<file path="src/rtl/adc_seq_pkg.sv">
package adc_seq_pkg;
    localparam int DATA_W  = 16;
    localparam int ADDR_W  = 4;
    localparam int NCH     = 3;
    localparam int RES_W   = 3;
    localparam int DIV_W   = 3;
    localparam int TCNT_W  = 11;
    localparam int RES_LSB = 12;
    localparam int DIV_LSB = 0;
    localparam int SEL_LSB = 8;
    localparam int SEL_W   = 4;
    localparam logic [ADDR_W-1:0] ADDR_CTRL = '0;

    typedef enum logic {ST_IDLE, ST_CONV} seq_state_e;

    typedef struct packed {
        logic [RES_W-1:0] res;
        logic [DIV_W-1:0] div;
    } conv_set_t;

    // channel c: data at 3c+1, configuration at 3c+2
    function automatic logic [ADDR_W-1:0] data_addr(int ch);
        return ADDR_W'(3 * ch + 1);
    endfunction

    function automatic logic [ADDR_W-1:0] cfg_addr(int ch);
        return ADDR_W'(3 * ch + 2);
    endfunction

    // channel 0 owns the top start bit
    function automatic int start_idx(int ch);
        return NCH - 1 - ch;
    endfunction

    function automatic logic [RES_W-1:0] res_clamp(logic [RES_W-1:0] code);
        return (code == 3'b111) ? 3'b110 : code;
    endfunction

    // converter clocks per conversion, minus one
    function automatic logic [TCNT_W-1:0] res_last_tick(logic [RES_W-1:0] code);
        case (code)
            3'd0:    return TCNT_W'(255);
            3'd1:    return TCNT_W'(319);
            3'd2:    return TCNT_W'(511);
            3'd3:    return TCNT_W'(639);
            3'd4:    return TCNT_W'(799);
            3'd5:    return TCNT_W'(1279);
            default: return TCNT_W'(2047);
        endcase
    endfunction

    // 16 minus the resolution in bits
    function automatic logic [3:0] res_shift(logic [RES_W-1:0] code);
        case (code)
            3'd0:    return 4'd7;
            3'd1:    return 4'd6;
            3'd2:    return 4'd4;
            3'd3:    return 4'd3;
            3'd4:    return 4'd2;
            3'd5:    return 4'd1;
            default: return 4'd0;
        endcase
    endfunction

    function automatic logic [DATA_W-1:0] left_justify(logic [DATA_W-1:0] raw,
                                                       logic [RES_W-1:0] code);
        return raw << res_shift(code);
    endfunction
endpackage

</file>
<file path="src/rtl/adc_tick_gen.sv">
module adc_tick_gen
    import adc_seq_pkg::*;
#(
    parameter int SYS_DIV = 4
) (
    input  logic             clk,
    input  logic             rst,
    input  logic             load,
    input  logic             run,
    input  logic [DIV_W-1:0] div_code,
    output logic             tick
);
    localparam int PRE_W = $clog2(SYS_DIV) + (1 << DIV_W) - 1;

    logic [PRE_W:0]   period;
    logic [PRE_W-1:0] reload;
    logic [PRE_W-1:0] pre_q;

    assign period = (PRE_W + 1)'(SYS_DIV) << div_code;
    assign reload = PRE_W'(period - 1'b1);

    always_ff @(posedge clk) begin
        if (rst) begin
            pre_q <= '0;
        end else if (load) begin
            pre_q <= reload;
        end else if (run) begin
            pre_q <= (pre_q == '0) ? reload : pre_q - 1'b1;
        end
    end

    assign tick = run && (pre_q == '0);

    // independent cycle counter used only to check tick spacing
    logic [PRE_W:0] gap_q;
    always_ff @(posedge clk) begin
        if (rst || load) begin
            gap_q <= '0;
        end else if (run) begin
            gap_q <= tick ? '0 : gap_q + 1'b1;
        end
    end

    p_tick_period_r6: assert property (@(posedge clk) disable iff (rst)
        tick |-> (gap_q == period - 1'b1))
        else $error("converter tick spacing differs from divided period");
endmodule

</file>
<file path="src/rtl/adc_conv_ctl.sv">
module adc_conv_ctl
    import adc_seq_pkg::*;
(
    input  logic                  clk,
    input  logic                  rst,
    input  logic [NCH-1:0]        start_req,
    input  conv_set_t [NCH-1:0]   cfg_set,
    input  logic [DATA_W-1:0]     adc_raw,
    input  logic                  tick,
    output logic                  busy,
    output logic [1:0]            chan,
    output logic                  load,
    output logic [DIV_W-1:0]      div_sel,
    output logic                  done,
    output logic [1:0]            done_chan,
    output logic [DATA_W-1:0]     result
);
    seq_state_e        state_q;
    logic [1:0]        chan_q;
    conv_set_t         set_q;
    logic [TCNT_W-1:0] cnt_q;

    logic [1:0] pick;
    conv_set_t  pick_set;
    logic       accept;

    // lowest channel number wins
    always_comb begin
        pick = '0;
        for (int c = NCH - 1; c >= 0; c--) begin
            if (start_req[start_idx(c)]) pick = 2'(c);
        end
        pick_set     = cfg_set[pick];
        pick_set.res = res_clamp(pick_set.res);
    end

    assign accept = (state_q == ST_IDLE) && (|start_req);
    assign done   = (state_q == ST_CONV) && tick && (cnt_q == '0);

    always_ff @(posedge clk) begin
        if (rst) begin
            state_q <= ST_IDLE;
            chan_q  <= '0;
            set_q   <= '0;
            cnt_q   <= '0;
        end else if (accept) begin
            state_q <= ST_CONV;
            chan_q  <= pick;
            set_q   <= pick_set;
            cnt_q   <= res_last_tick(pick_set.res);
        end else if (done) begin
            state_q <= ST_IDLE;
        end else if ((state_q == ST_CONV) && tick) begin
            cnt_q <= cnt_q - 1'b1;
        end
    end

    assign busy      = (state_q == ST_CONV);
    assign chan      = chan_q;
    assign load      = accept;
    assign div_sel   = accept ? pick_set.div : set_q.div;
    assign done_chan = chan_q;
    assign result    = left_justify(adc_raw, set_q.res);

    p_first_pick_r9: assert property (@(posedge clk) disable iff (rst)
        (state_q == ST_IDLE && start_req[NCH-1]) |=> (state_q == ST_CONV && chan_q == 2'd0))
        else $error("input 1 request not served first");

    p_second_pick_r9: assert property (@(posedge clk) disable iff (rst)
        (state_q == ST_IDLE && !start_req[NCH-1] && start_req[NCH-2])
            |=> (state_q == ST_CONV && chan_q == 2'd1))
        else $error("input 2 request not served before temperature");

    p_hold_setting_r10: assert property (@(posedge clk) disable iff (rst)
        (state_q == ST_CONV && $past(state_q == ST_CONV)) |-> ($stable(set_q) && $stable(chan_q)))
        else $error("conversion setting changed mid-conversion");
endmodule

</file>
<file path="src/rtl/adc_seq_regs.sv">
module adc_seq_regs
    import adc_seq_pkg::*;
(
    input  logic                clk,
    input  logic                rst,
    input  logic                wr_en,
    input  logic [ADDR_W-1:0]   wr_addr,
    input  logic [DATA_W-1:0]   wr_data,
    input  logic [ADDR_W-1:0]   rd_addr,
    output logic [DATA_W-1:0]   rd_data,
    input  logic                done,
    input  logic [1:0]          done_chan,
    input  logic [DATA_W-1:0]   result,
    output logic [NCH-1:0]      start_req,
    output logic [SEL_W-1:0]    sel,
    output conv_set_t [NCH-1:0] cfg_set
);
    logic [NCH-1:0]    start_q;
    logic [SEL_W-1:0]  sel_q;
    logic [DATA_W-1:0] cfg_q  [NCH];
    logic [DATA_W-1:0] data_q [NCH];

    logic           ctrl_wr;
    logic [NCH-1:0] start_next;
    logic [NCH-1:0] clear_mask;

    assign ctrl_wr    = wr_en && (wr_addr == ADDR_CTRL);
    assign start_next = ctrl_wr ? wr_data[NCH-1:0] : start_q;
    assign clear_mask = done ? (NCH'(1) << start_idx(int'(done_chan))) : '0;

    // completion clear has priority over a simultaneous write
    always_ff @(posedge clk) begin
        if (rst) begin
            start_q <= '0;
            sel_q   <= '0;
        end else begin
            start_q <= start_next & ~clear_mask;
            if (ctrl_wr) sel_q <= wr_data[SEL_LSB +: SEL_W];
        end
    end

    for (genvar g = 0; g < NCH; g++) begin : g_chan
        always_ff @(posedge clk) begin
            if (rst) begin
                cfg_q[g] <= '0;
            end else if (wr_en && (wr_addr == cfg_addr(g))) begin
                cfg_q[g] <= wr_data;
            end
        end

        always_ff @(posedge clk) begin
            if (rst) begin
                data_q[g] <= '0;
            end else if (done && (done_chan == 2'(g))) begin
                data_q[g] <= result;
            end
        end

        assign cfg_set[g] = {cfg_q[g][RES_LSB +: RES_W], cfg_q[g][DIV_LSB +: DIV_W]};

        p_data_hold_r11: assert property (@(posedge clk) disable iff (rst)
            !(done && (done_chan == 2'(g))) |=> $stable(data_q[g]))
            else $error("data register changed outside its completion");
    end

    always_comb begin
        rd_data = '0;
        if (rd_addr == ADDR_CTRL) begin
            rd_data[SEL_LSB +: SEL_W] = sel_q;
            rd_data[NCH-1:0]          = start_q;
        end
        for (int c = 0; c < NCH; c++) begin
            if (rd_addr == data_addr(c)) rd_data = data_q[c];
            if (rd_addr == cfg_addr(c))  rd_data = cfg_q[c];
        end
    end

    assign start_req = start_q;
    assign sel       = sel_q;

    p_clear_done_r12: assert property (@(posedge clk) disable iff (rst)
        done |=> ((start_q & $past(clear_mask)) == '0))
        else $error("finished channel start bit still set");
endmodule

</file>
<file path="src/rtl/adc_seq_top.sv">
module adc_seq_top
    import adc_seq_pkg::*;
#(
    parameter int SYS_DIV = 4
) (
    input  logic              clk,
    input  logic              rst,
    input  logic              wr_en,
    input  logic [ADDR_W-1:0] wr_addr,
    input  logic [DATA_W-1:0] wr_data,
    input  logic [ADDR_W-1:0] rd_addr,
    output logic [DATA_W-1:0] rd_data,
    input  logic [DATA_W-1:0] adc_raw,
    output logic [SEL_W-1:0]  in_sel,
    output logic              conv_busy,
    output logic [1:0]        conv_chan,
    output logic              conv_tick,
    output logic              cpu_halt
);
    logic [NCH-1:0]     start_req;
    conv_set_t [NCH-1:0] cfg_set;
    logic               load;
    logic [DIV_W-1:0]   div_sel;
    logic               done;
    logic [1:0]         done_chan;
    logic [DATA_W-1:0]  result;

    adc_seq_regs u_regs (
        .clk       (clk),
        .rst       (rst),
        .wr_en     (wr_en),
        .wr_addr   (wr_addr),
        .wr_data   (wr_data),
        .rd_addr   (rd_addr),
        .rd_data   (rd_data),
        .done      (done),
        .done_chan (done_chan),
        .result    (result),
        .start_req (start_req),
        .sel       (in_sel),
        .cfg_set   (cfg_set)
    );

    adc_conv_ctl u_ctl (
        .clk       (clk),
        .rst       (rst),
        .start_req (start_req),
        .cfg_set   (cfg_set),
        .adc_raw   (adc_raw),
        .tick      (conv_tick),
        .busy      (conv_busy),
        .chan      (conv_chan),
        .load      (load),
        .div_sel   (div_sel),
        .done      (done),
        .done_chan (done_chan),
        .result    (result)
    );

    adc_tick_gen #(.SYS_DIV(SYS_DIV)) u_tick (
        .clk      (clk),
        .rst      (rst),
        .load     (load),
        .run      (conv_busy),
        .div_code (div_sel),
        .tick     (conv_tick)
    );

    assign cpu_halt = |start_req;

    p_busy_halts_r3: assert property (@(posedge clk) disable iff (rst)
        conv_busy |-> cpu_halt)
        else $error("conversion running without processor stall");
endmodule

</file>
<file path="config.mk">
export PLATFORM = sky130hd
export DESIGN_NAME = adc_seq_top
export DESIGN_NICKNAME = d
export VERILOG_FILES = /design/src/rtl/adc_seq_pkg.sv /design/src/rtl/adc_tick_gen.sv /design/src/rtl/adc_conv_ctl.sv /design/src/rtl/adc_seq_regs.sv /design/src/rtl/adc_seq_top.sv
export SDC_FILE = /design/constraint.sdc
export NUM_CORES = 1
export LEC_CHECK = 0
export ABC_AREA = 0
export BUFFER_PORTS_ARGS = -buffer_cell sky130_fd_sc_hd__buf_2
export CAP_MARGIN = 20
export CORE_MARGIN = 5
export CORE_UTILIZATION = 55
export CTS_CLUSTER_DIAMETER = 120
export DETAILED_ROUTE_END_ITERATION = 16
export PLACE_DENSITY_LB_ADDON = 0.1
export SETUP_SLACK_MARGIN = 0.05
export SLEW_MARGIN = 5
export SYNTH_ARGS = -nofsm -noshare
export SYNTH_HDL_FRONTEND = slang
export SYNTH_SLANG_ARGS = --single-unit
</file>
<file path="constraint.sdc">
create_clock -name clk -period 7.1 [get_ports clk]
set_input_delay 0.355 -clock clk [delete_from_list [all_inputs] [get_ports clk]]
set_output_delay 0.355 -clock clk [all_outputs]
set_load 0.02 [all_outputs]
</file>
==> impl_metrics.tcl, run 1 <==
set metrics [dict create \
    die_h_microns 120 \
    grt_max_degree 43 \
    worstReg2RegStart "u_regs.start_req[2]" \
    place_congestion 0.886 \
    syn2layout_area_growth_pct 15.6 \
    vdd_drop_max_mv 0.205 \
    syn-cell-area_sq_um 6670 \
    ff2ff_setup_slack_ps 3570 \
    h-tree-depth 4 \
    cts_buffers 17 \
    hold_class "input pin to flip-flop" \
    hold_slack_ps 206 \
    fmax_ghz 0.284 \
    tightest_slew_ps 1090 \
    die_area_sq_um 14400 \
    synthCells 633 \
    yosysUniqueCellTypes 59 \
    rows 40 \
    place_hpwl_mm 11.9 \
    relSlewSlack 0.269 \
    grt_pass1_wl_mm 27.7 \
    path_class "flip-flop to flip-flop" \
    slew_viol_final 0 \
    drc 0 \
    avgSynthCellArea_sq_um 10.5 \
    finalSetupViolations 0 \
    required_ps 7400 \
    grt_pass1_vias 5069 \
    status "finished, final reports clean" \
    hold_path_depth 3 \
    dp_cells 821 \
    finalWirelength_mm 17.9 \
    post_drt_wl_per_cell_microns 21.0 \
    worst-r2r-cell-count 10 \
    cap_violations 0 \
    worst_slack_ps 3570 \
    core_sq_um 12000 \
    cp-start-kind "flip-flop" \
    ant_nets 0 \
    via_per_inst 6.37 \
    port_buffers 67 \
    period_share 0.497 \
    power_density_nw_per_um2 258 \
    postCtsHoldBufs 0 \
    antenna_found_initial 0 \
    synth-seq-cells 132 \
    cts.repair.resized 0 \
    hold_end "u_regs.sel[3]" \
    grt_overflow 0 \
    pre_cts_slack_ps 3660 \
    synth_edf_count 96 \
    power.total_w 0.00199 \
    diodes 0 \
    r2r_end "u_tick.pre_q[8]" \
    clock-sinks 132 \
    hold_viol_final 0 \
    clockBufferDepth 2 \
    rsz0062_at_grt "false" \
    root_buffer "clkbuf_16" \
    worstHoldStart "wr_data[11]" \
    end_kind "flip-flop" \
    synth_ff_type "edfxtp_1" \
    vias 5433 \
    start_util 0.558 \
    syn-num-nets 679 \
    critPathArrivalTime_ps 3830 \
    grt.total_usage 0.251 \
    insertion_delay_ps 430 \
    cp_max_fo 16 \
    async_flop_share 0 \
    post-cts-setup-buffers 0 \
    ys_warn_count 0 \
    fillers 930 \
    fin_setup_tns_ps 0 \
    first_pass_iters 8 \
    fin_skew_ps 7.01 \
    ys_seq_area_frac 0.540 \
    leakagePower_nw 2.95 \
    num_io_pins 68 \
    finalNetCount 739 \
    die_x_microns 120 \
    drt_iter0_drc 694 \
    cts_tree "built" \
    fin_crit_ps 3530 \
    clk_pin_slew_ps 60 \
    instances_no_fill 853 \
    drive_gt1_frac 0.173 \
]
[how the worst max path moves through the flow]
stage | start | endpoint | slack, ps
after floorplan | u_tick.pre_q[0] | u_regs.data_q[0][0] | 4140
after global placement | u_tick.pre_q[0] | u_regs.data_q[2][11] | 3890
after detailed placement | u_regs.start_req[2] | u_tick.pre_q[8] | 3660
after CTS | u_regs.start_req[2] | u_tick.pre_q[8] | 3640
after global routing | u_regs.start_req[1] | u_tick.pre_q[8] | 3270
final | u_regs.start_req[2] | u_tick.pre_q[8] | 3570
[registers in the layout, summed over array words and instances, names as in the netlist]
signal and cells:
u_regs.sel 4, u_ctl.busy 1, u_ctl.chan 2, u_regs.start_req 3
u_ctl.cnt_q 11, u_regs.cfg_q 48, u_regs.data_q 48, u_ctl.set_q 6
u_tick.pre_q 9
[metrics by stage]
stage                      util  instance area [sq um]
after detailed placement  0.597                   7140
after global placement    0.597                   7140
after floorplan               -                   6670
after global routing      0.645                   7710
final                     0.645                   7710
after CTS                 0.645                   7710
[cell usage in the layout (no fill, tap or decap), types with 15 or more instances in the layout]
cell type,instances
buf_2,67
dfxtp_1,36
a222oi_1,18
and2_1,53
mux2i_1,29
nor2_1,105
a21oi_1,42
nor3_1,15
o21ai_0,18
nand2_1,32
clkbuf_16,17
edfxtp_1,96
[final cells by class]
type	instances	area, sq um	area share
Clock buffer	21	440	0.0571
Timing Repair Buffer	72	373	0.0483
Sequential cell	132	3600	0.467
Clock inverter	11	135	0.0175
Tap cell	147	184	0.0238
Inverter	9	33.8	0.00438
Multi-Input combinational cell	461	2940	0.382
[worst max-delay path, cell delays in order, from the launching register on]
cell and delay [ps]:
dfxtp_1 460, nor3_1 610, inv_1 180, nand2_1 460, a21oi_1 360, nand3_1 210, ha_1 290, inv_1 90
nor4_1 320, a311oi_1 110, o41ai_1 320
[per-layer routing]
metal,global-route usage,routed length [microns],share of wire
met1,0.376,8040,0.45
met4,0.0802,237,0.013
met5,0,0,0
met2,0.358,7800,0.44
met3,0.0636,1810,0.10
[cells in the mapped netlist (all sizes together), types with 5 or more instances]
cell,count,share of area
a21o,6,0.0067
a22oi,12,0.014
nor2,107,0.063
and2,54,0.051
a222oi,18,0.027
buf,5,0.0054
nand3b,6,0.0086
a31oi,10,0.0094
xor2,8,0.011
or4,5,0.0073
nor3,15,0.011
nand3,11,0.0083
edfxtp,96,0.43
a221oi,5,0.0066
o22ai,8,0.0075
nand2,33,0.019
a21oi,42,0.032
xnor2,6,0.0079
nor2b,6,0.0056
mux2i,29,0.044
dfxtp,36,0.11
clkbuf,26,0.015
nor4,8,0.0075
o21ai,18,0.014
inv,8,0.0045
[report_power, final]
group          switching (W)  internal (W)
Combinational       0.000147     0.0000839
Sequential         0.0000270      0.000864
Clock               0.000322      0.000547
[cells by family (layout without fill, tap and decap cells)]
| family | count (synthesis) | after routing | share of synthesized area |
|---|---|---|---|
| simple gates | 266 | 266 | 0.204 |
| mux | 35 | 35 | 0.0604 |
| flops | 132 | 132 | 0.540 |
| xor+xnor | 14 | 14 | 0.0184 |
| compound gates | 143 | 143 | 0.146 |
| fa+ha+maj | 3 | 3 | 0.00563 |
| buf+inv | 40 | 113 | 0.0251 |
No activity file was read; power rests on OpenSTA's default activity.
==> inputs of run 2 (changes only) <==
--- a/config.mk
+++ b/config.mk
@@ -9,7 +9,7 @@
 export BUFFER_PORTS_ARGS = -buffer_cell sky130_fd_sc_hd__buf_2
 export CAP_MARGIN = 20
 export CORE_MARGIN = 5
-export CORE_UTILIZATION = 55
+export CORE_UTILIZATION = 53
 export CTS_CLUSTER_DIAMETER = 120
 export DETAILED_ROUTE_END_ITERATION = 16
 export PLACE_DENSITY_LB_ADDON = 0.1
==> constraint.sdc (replaced) <==
create_clock -name clk -period 3.13 [get_ports clk]
set_input_delay 0.1565 -clock clk [delete_from_list [all_inputs] [get_ports clk]]
set_output_delay 0.1565 -clock clk [all_outputs]
set_load 0.02 [all_outputs]
==> impl_metrics.tcl, run 2 (synthesized netlist as in run 1, its figures left out) <==
set metrics [dict create \
    status "finished, final reports clean" \
    post_drt_wl_per_cell_microns 19.9 \
    syn2layout_area_growth_pct 19.1 \
    clockBufferDepth 2 \
    path_common_cell "or4_4" \
    final_common_cell "nor2_1" \
    rows 41 \
    fin_setup_tns_ps 0 \
    cts.repair.resized 0 \
    finalWirelength_mm 17.9 \
    grt.total_usage 0.251 \
    cp_max_fo 17 \
    grt_max_degree 35 \
    fmax_ghz 0.341 \
    insertion_delay_ps 410 \
    port_buffers 67 \
    grt_pass1_vias 5258 \
    core_sq_um 12500 \
    hold_end "u_regs.sel[3]" \
    pre_cts_slack_ps 239 \
    die_area_sq_um 14900 \
    postCtsHoldBufs 0 \
    grt_overflow 0 \
    ant_nets 0 \
    cts_tree "built" \
    root_buffer "clkbuf_16" \
    crit_path_max_incr_delay_ps 580 \
    drt_iter0_drc 771 \
    finalSetupViolations 0 \
    diodes 0 \
    worstHoldStart "wr_data[11]" \
    drive_gt1_frac 0.203 \
    hold_path_depth 3 \
    cts_buffers 17 \
    worst-r2r-cell-count 8 \
    r2r_end "u_regs.data_q[2][5]" \
    final_util 0.637 \
    rsz0062_at_grt "false" \
    power_density_nw_per_um2 572 \
    path_delay_family "simple AND/OR/NAND/NOR gates" \
    mostFrequentLayoutCells "105 x nor2_1, 96 x edfxtp_1, 67 x buf_2" \
    relSlewSlack 0.334 \
    fin_skew_ps 4.27 \
    num_io_pins 68 \
    tightest_slew_ps 996 \
    leakagePower_nw 3.08 \
    cp_slowest_cell "or4_4" \
    hold_viol_final 0 \
    path_class "flip-flop to flip-flop" \
    ff2ff_setup_slack_ps 200 \
    slew_viol_final 0 \
    die_h_microns 122 \
    critical_path_buf_inv_count 2 \
    worst_slack_ps 201 \
    die_x_microns 122 \
    clock-sinks 132 \
    place_congestion 0.900 \
    antenna_found_initial 0 \
    fin_crit_ps 2930 \
    fillers 1033 \
    vias 5485 \
    required_ps 3250 \
    grt_pass1_wl_mm 28.5 \
    cap_violations 0 \
    crit_path_cell_trace "inv_1, ha_1, or3b_2, or4_4, or4_4, nor2_8, a21o_1, buf_12" \
    end_kind "flip-flop" \
    start_util 0.535 \
    place_hpwl_mm 12.4 \
    clk_pin_slew_ps 60 \
    drc 0 \
    via_per_inst 6.09 \
    h-tree-depth 4 \
    finalNetCount 762 \
    period_share 0.936 \
    critPathArrivalTime_ps 3050 \
    first_pass_iters 6 \
    cp-start-kind "flip-flop" \
    hold_class "input pin to flip-flop" \
    post-cts-setup-buffers 0 \
    worstReg2RegStart "u_tick.pre_q[0]" \
    vdd_drop_max_mv 0.302 \
    reg.largest.list "u_regs.cfg_q x48, u_regs.data_q x48, u_ctl.cnt_q x11" \
]
run 2: cell count changes in the layout (fill, tap and decap cells not counted), sizes merged:
cell / delta
buf: +23
clkbuf: -3
clkinv: +3
run 2: worst max-delay path by stage:
stage | end | depth (start not counted) | from
CTS | u_regs.data_q[2][9] | 8 | u_tick.pre_q[0]
global placement | u_regs.data_q[2][11] | 8 | u_tick.pre_q[0]
detailed placement | u_regs.data_q[2][8] | 8 | u_tick.pre_q[0]
floorplan | u_regs.data_q[0][0] | 7 | u_tick.pre_q[0]
finish | u_regs.data_q[2][5] | 8 | u_tick.pre_q[0]
global route | u_tick.pre_q[8] | 8 | u_regs.start_req[1]
run 2: layout make-up:
class / instances / area (sq um) / area share
flip-flops and latches: 132 / 3600 / 0.454
multi-input cells: 461 / 2930 / 0.369
repair buffers: 95 / 571 / 0.0718
clock buffers: 18 / 429 / 0.0540
well taps: 172 / 215 / 0.0271
clock inverters: 14 / 163 / 0.0205
inverters: 9 / 33.8 / 0.00425
run 2: stage by stage:
stage | cell area [sq um] | cells | hold WS [ps] | power (W)
after floorplan | 6670 | 633 | 300 | 0.00239
after global routing | 7940 | 901 | 22.3 | 0.00471
after CTS | 7940 | 901 | 6.14 | 0.00456
after global placement | 7350 | 869 | 421 | 0.00257
after detailed placement | 7350 | 869 | 435 | 0.00259
final | 7940 | 901 | 13.6 | 0.00455
run 2: where the power goes:
group	internal (W)	leakage, nW	total (W)	switching (W)
Clock	0.00124	0.283	0.00198	0.000740
Combinational	0.000208	1.55	0.000551	0.000343
Sequential	0.00196	1.25	0.00201	0.0000527
run 2: worst min-delay path: stages:
cell and delay (ps):
buf_2 100, mux2i_1 60, nor2_1 70
run 2: layer usage:
metal	global-route usage	vias up	share of wire
li1	-	2559	-
met1	0.370	2637	0.46
met2	0.377	269	0.45
met3	0.0455	20	0.083
met4	0.0805	0	0.012
met5	0	-	0
==> inputs of run 3 (changes only) <==
--- a/config.mk
+++ b/config.mk
@@ -13,6 +13,7 @@
 export CTS_CLUSTER_DIAMETER = 120
 export DETAILED_ROUTE_END_ITERATION = 16
 export PLACE_DENSITY_LB_ADDON = 0.1
+export REMOVE_ABC_BUFFERS = 1
 export SETUP_SLACK_MARGIN = 0.05
 export SLEW_MARGIN = 5
 export SYNTH_ARGS = -nofsm -noshare
==> impl_metrics.tcl, run 3 (synthesized netlist as in run 1, its figures left out) <==
set metrics [dict create \
    final_area_sq_um 8000 \
    grt.total_usage 0.246 \
    rsz0062_at_grt "false" \
    grt_pass1_vias 5312 \
    num_io_pins 68 \
    port_buffers 67 \
    slew_viol_final 0 \
    post-cts-setup-buffers 0 \
    crit_path_cell_trace "inv_1, ha_1, or3b_2, or4_4, or4_4, nor2_8, a21o_1, buf_4" \
    core_sq_um 12500 \
    diodes 0 \
    hold_viol_final 0 \
    clockBufferDepth 2 \
    fillers 1018 \
    regArea_sq_um 3600 \
    die_h_microns 122 \
    fin_skew_ps 8.00 \
    clk_pin_slew_ps 60 \
    clock-sinks 132 \
    cts_tree "built" \
    cts_buffers 17 \
    finalNetCount 769 \
    cp_max_fo 9 \
    cp-start-kind "flip-flop" \
    end_kind "flip-flop" \
    relSlewSlack 0.474 \
    drc 0 \
    period_share 0.933 \
    grt_overflow 0 \
    place_congestion 0.869 \
    rows 41 \
    insertion_delay_ps 420 \
    mostFrequentLayoutCells "105 x nor2_1, 96 x edfxtp_1, 67 x buf_2" \
    first_pass_iters 5 \
    place_hpwl_mm 12.4 \
    leakagePower_nw 3.12 \
    grt_max_degree 35 \
    syn2layout_area_growth_pct 19.9 \
    fmax_ghz 0.342 \
    vdd_drop_max_mv 0.444 \
    path_delay_family "simple AND/OR/NAND/NOR gates" \
    status "finished, final reports clean" \
    power_density_nw_per_um2 575 \
    root_buffer "clkbuf_16" \
    placed_area_sq_um 7350 \
    critPathArrivalTime_ps 3050 \
    drt_iter0_drc 596 \
    multi_input_area_sq_um 2920 \
    antenna_found_initial 0 \
    critical_path_buf_inv_count 2 \
    post_drt_wl_per_cell_microns 19.5 \
    crit_path_max_incr_delay_ps 580 \
    cap_violations 0 \
    grt_pass1_wl_mm 27.9 \
    tightest_slew_ps 789 \
    required_ps 3260 \
    h-tree-depth 4 \
    die_area_sq_um 14900 \
    power.total_w 0.00460 \
    final_util 0.642 \
    finalSetupViolations 0 \
    via_per_inst 6.01 \
    reg.largest.list "u_regs.cfg_q x48, u_regs.data_q x48, u_ctl.cnt_q x11" \
    fin_setup_tns_ps 0 \
    die_x_microns 122 \
    hold_class "input pin to flip-flop" \
    ant_nets 0 \
    drive_gt1_frac 0.208 \
    final_common_cell "nor2_1" \
    start_util 0.535 \
    path_common_cell "or4_4" \
    path_class "flip-flop to flip-flop" \
    cp_slowest_cell "or4_4" \
    fin_crit_ps 2920 \
    vias 5454 \
    finalWirelength_mm 17.7 \
]
==> run 3: cell types whose count changed in the layout (fill, tap and decap cells not counted), moves of 2 or more <==
| cell | delta |
|---|---|
| clkinvlp_4 | -2 |
| buf_4 | +4 |
| clkinv_2 | -3 |
| inv_6 | +4 |
| dlygate4sd3_1 | +4 |
| clkbuf_8 | +3 |
==> run 3: worst register-to-register path: stages, from the launching register on <==
cell     delay [ps]
dfxtp_1         340
inv_1            70
ha_1            160
or3b_2          510
or4_4           470
or4_4           580
nor2_8          150
a21o_1          170
buf_4           180
==> run 3: routing by layer <==
layer | share of wire | routed length, microns | vias to the layer above | GRT usage
met5 | 0 | 0 | - | 0
li1 | - | - | 2581 | -
met4 | 0.027 | 481 | 0 | 0.0973
met1 | 0.40 | 7160 | 2640 | 0.305
met2 | 0.52 | 9140 | 196 | 0.418
met3 | 0.051 | 905 | 37 | 0.0534
==> run 3: final cells by class <==
| class | instances | area share |
|---|---|---|
| tap | 172 | 0.0269 |
| clock buffer | 20 | 0.0583 |
| inverter | 9 | 0.00422 |
| sequential | 132 | 0.450 |
| clock inverter | 12 | 0.0178 |
| multi-input combinational | 461 | 0.365 |
| timing repair buffer | 102 | 0.0775 |
==> run 3: per-stage QoR <==
step | hold slack [ps] | cells | worst slack (ps)
global placement | 425 | 872 | 271
finish | 31.3 | 908 | 208
floorplan | 226 | 602 | 148
global route | 33.2 | 908 | 117
CTS | 17.7 | 908 | 202
detailed placement | 432 | 872 | 211
==> run 3: path summary, 6_finish.rpt <==
kind	start	end	slack (ps)	cells after the start
max	u_tick.pre_q[0]	u_regs.data_q[0][2]	210	8
min	wr_data[6]	u_regs.cfg_q[0][6]	30	2
max reg2reg	u_tick.pre_q[0]	u_regs.data_q[0][2]	210	8
min reg2reg	u_tick.pre_q[5]	u_tick.pre_q[5]	510	2
==> run 3: power by group <==
| part | switching [W] | internal (W) |
|---|---|---|
| logic | 0.000341 | 0.000210 |
| clock network | 0.000786 | 0.00125 |
| registers | 0.0000522 | 0.00196 |
| total | 0.00118 | 0.00342 |
==> run 3: repair_timing <==
action	CTS	global route
setup endpoints to repair	0	0
gates resized for setup	0	0
hold buffers	4	0
hold endpoints to repair	4	0
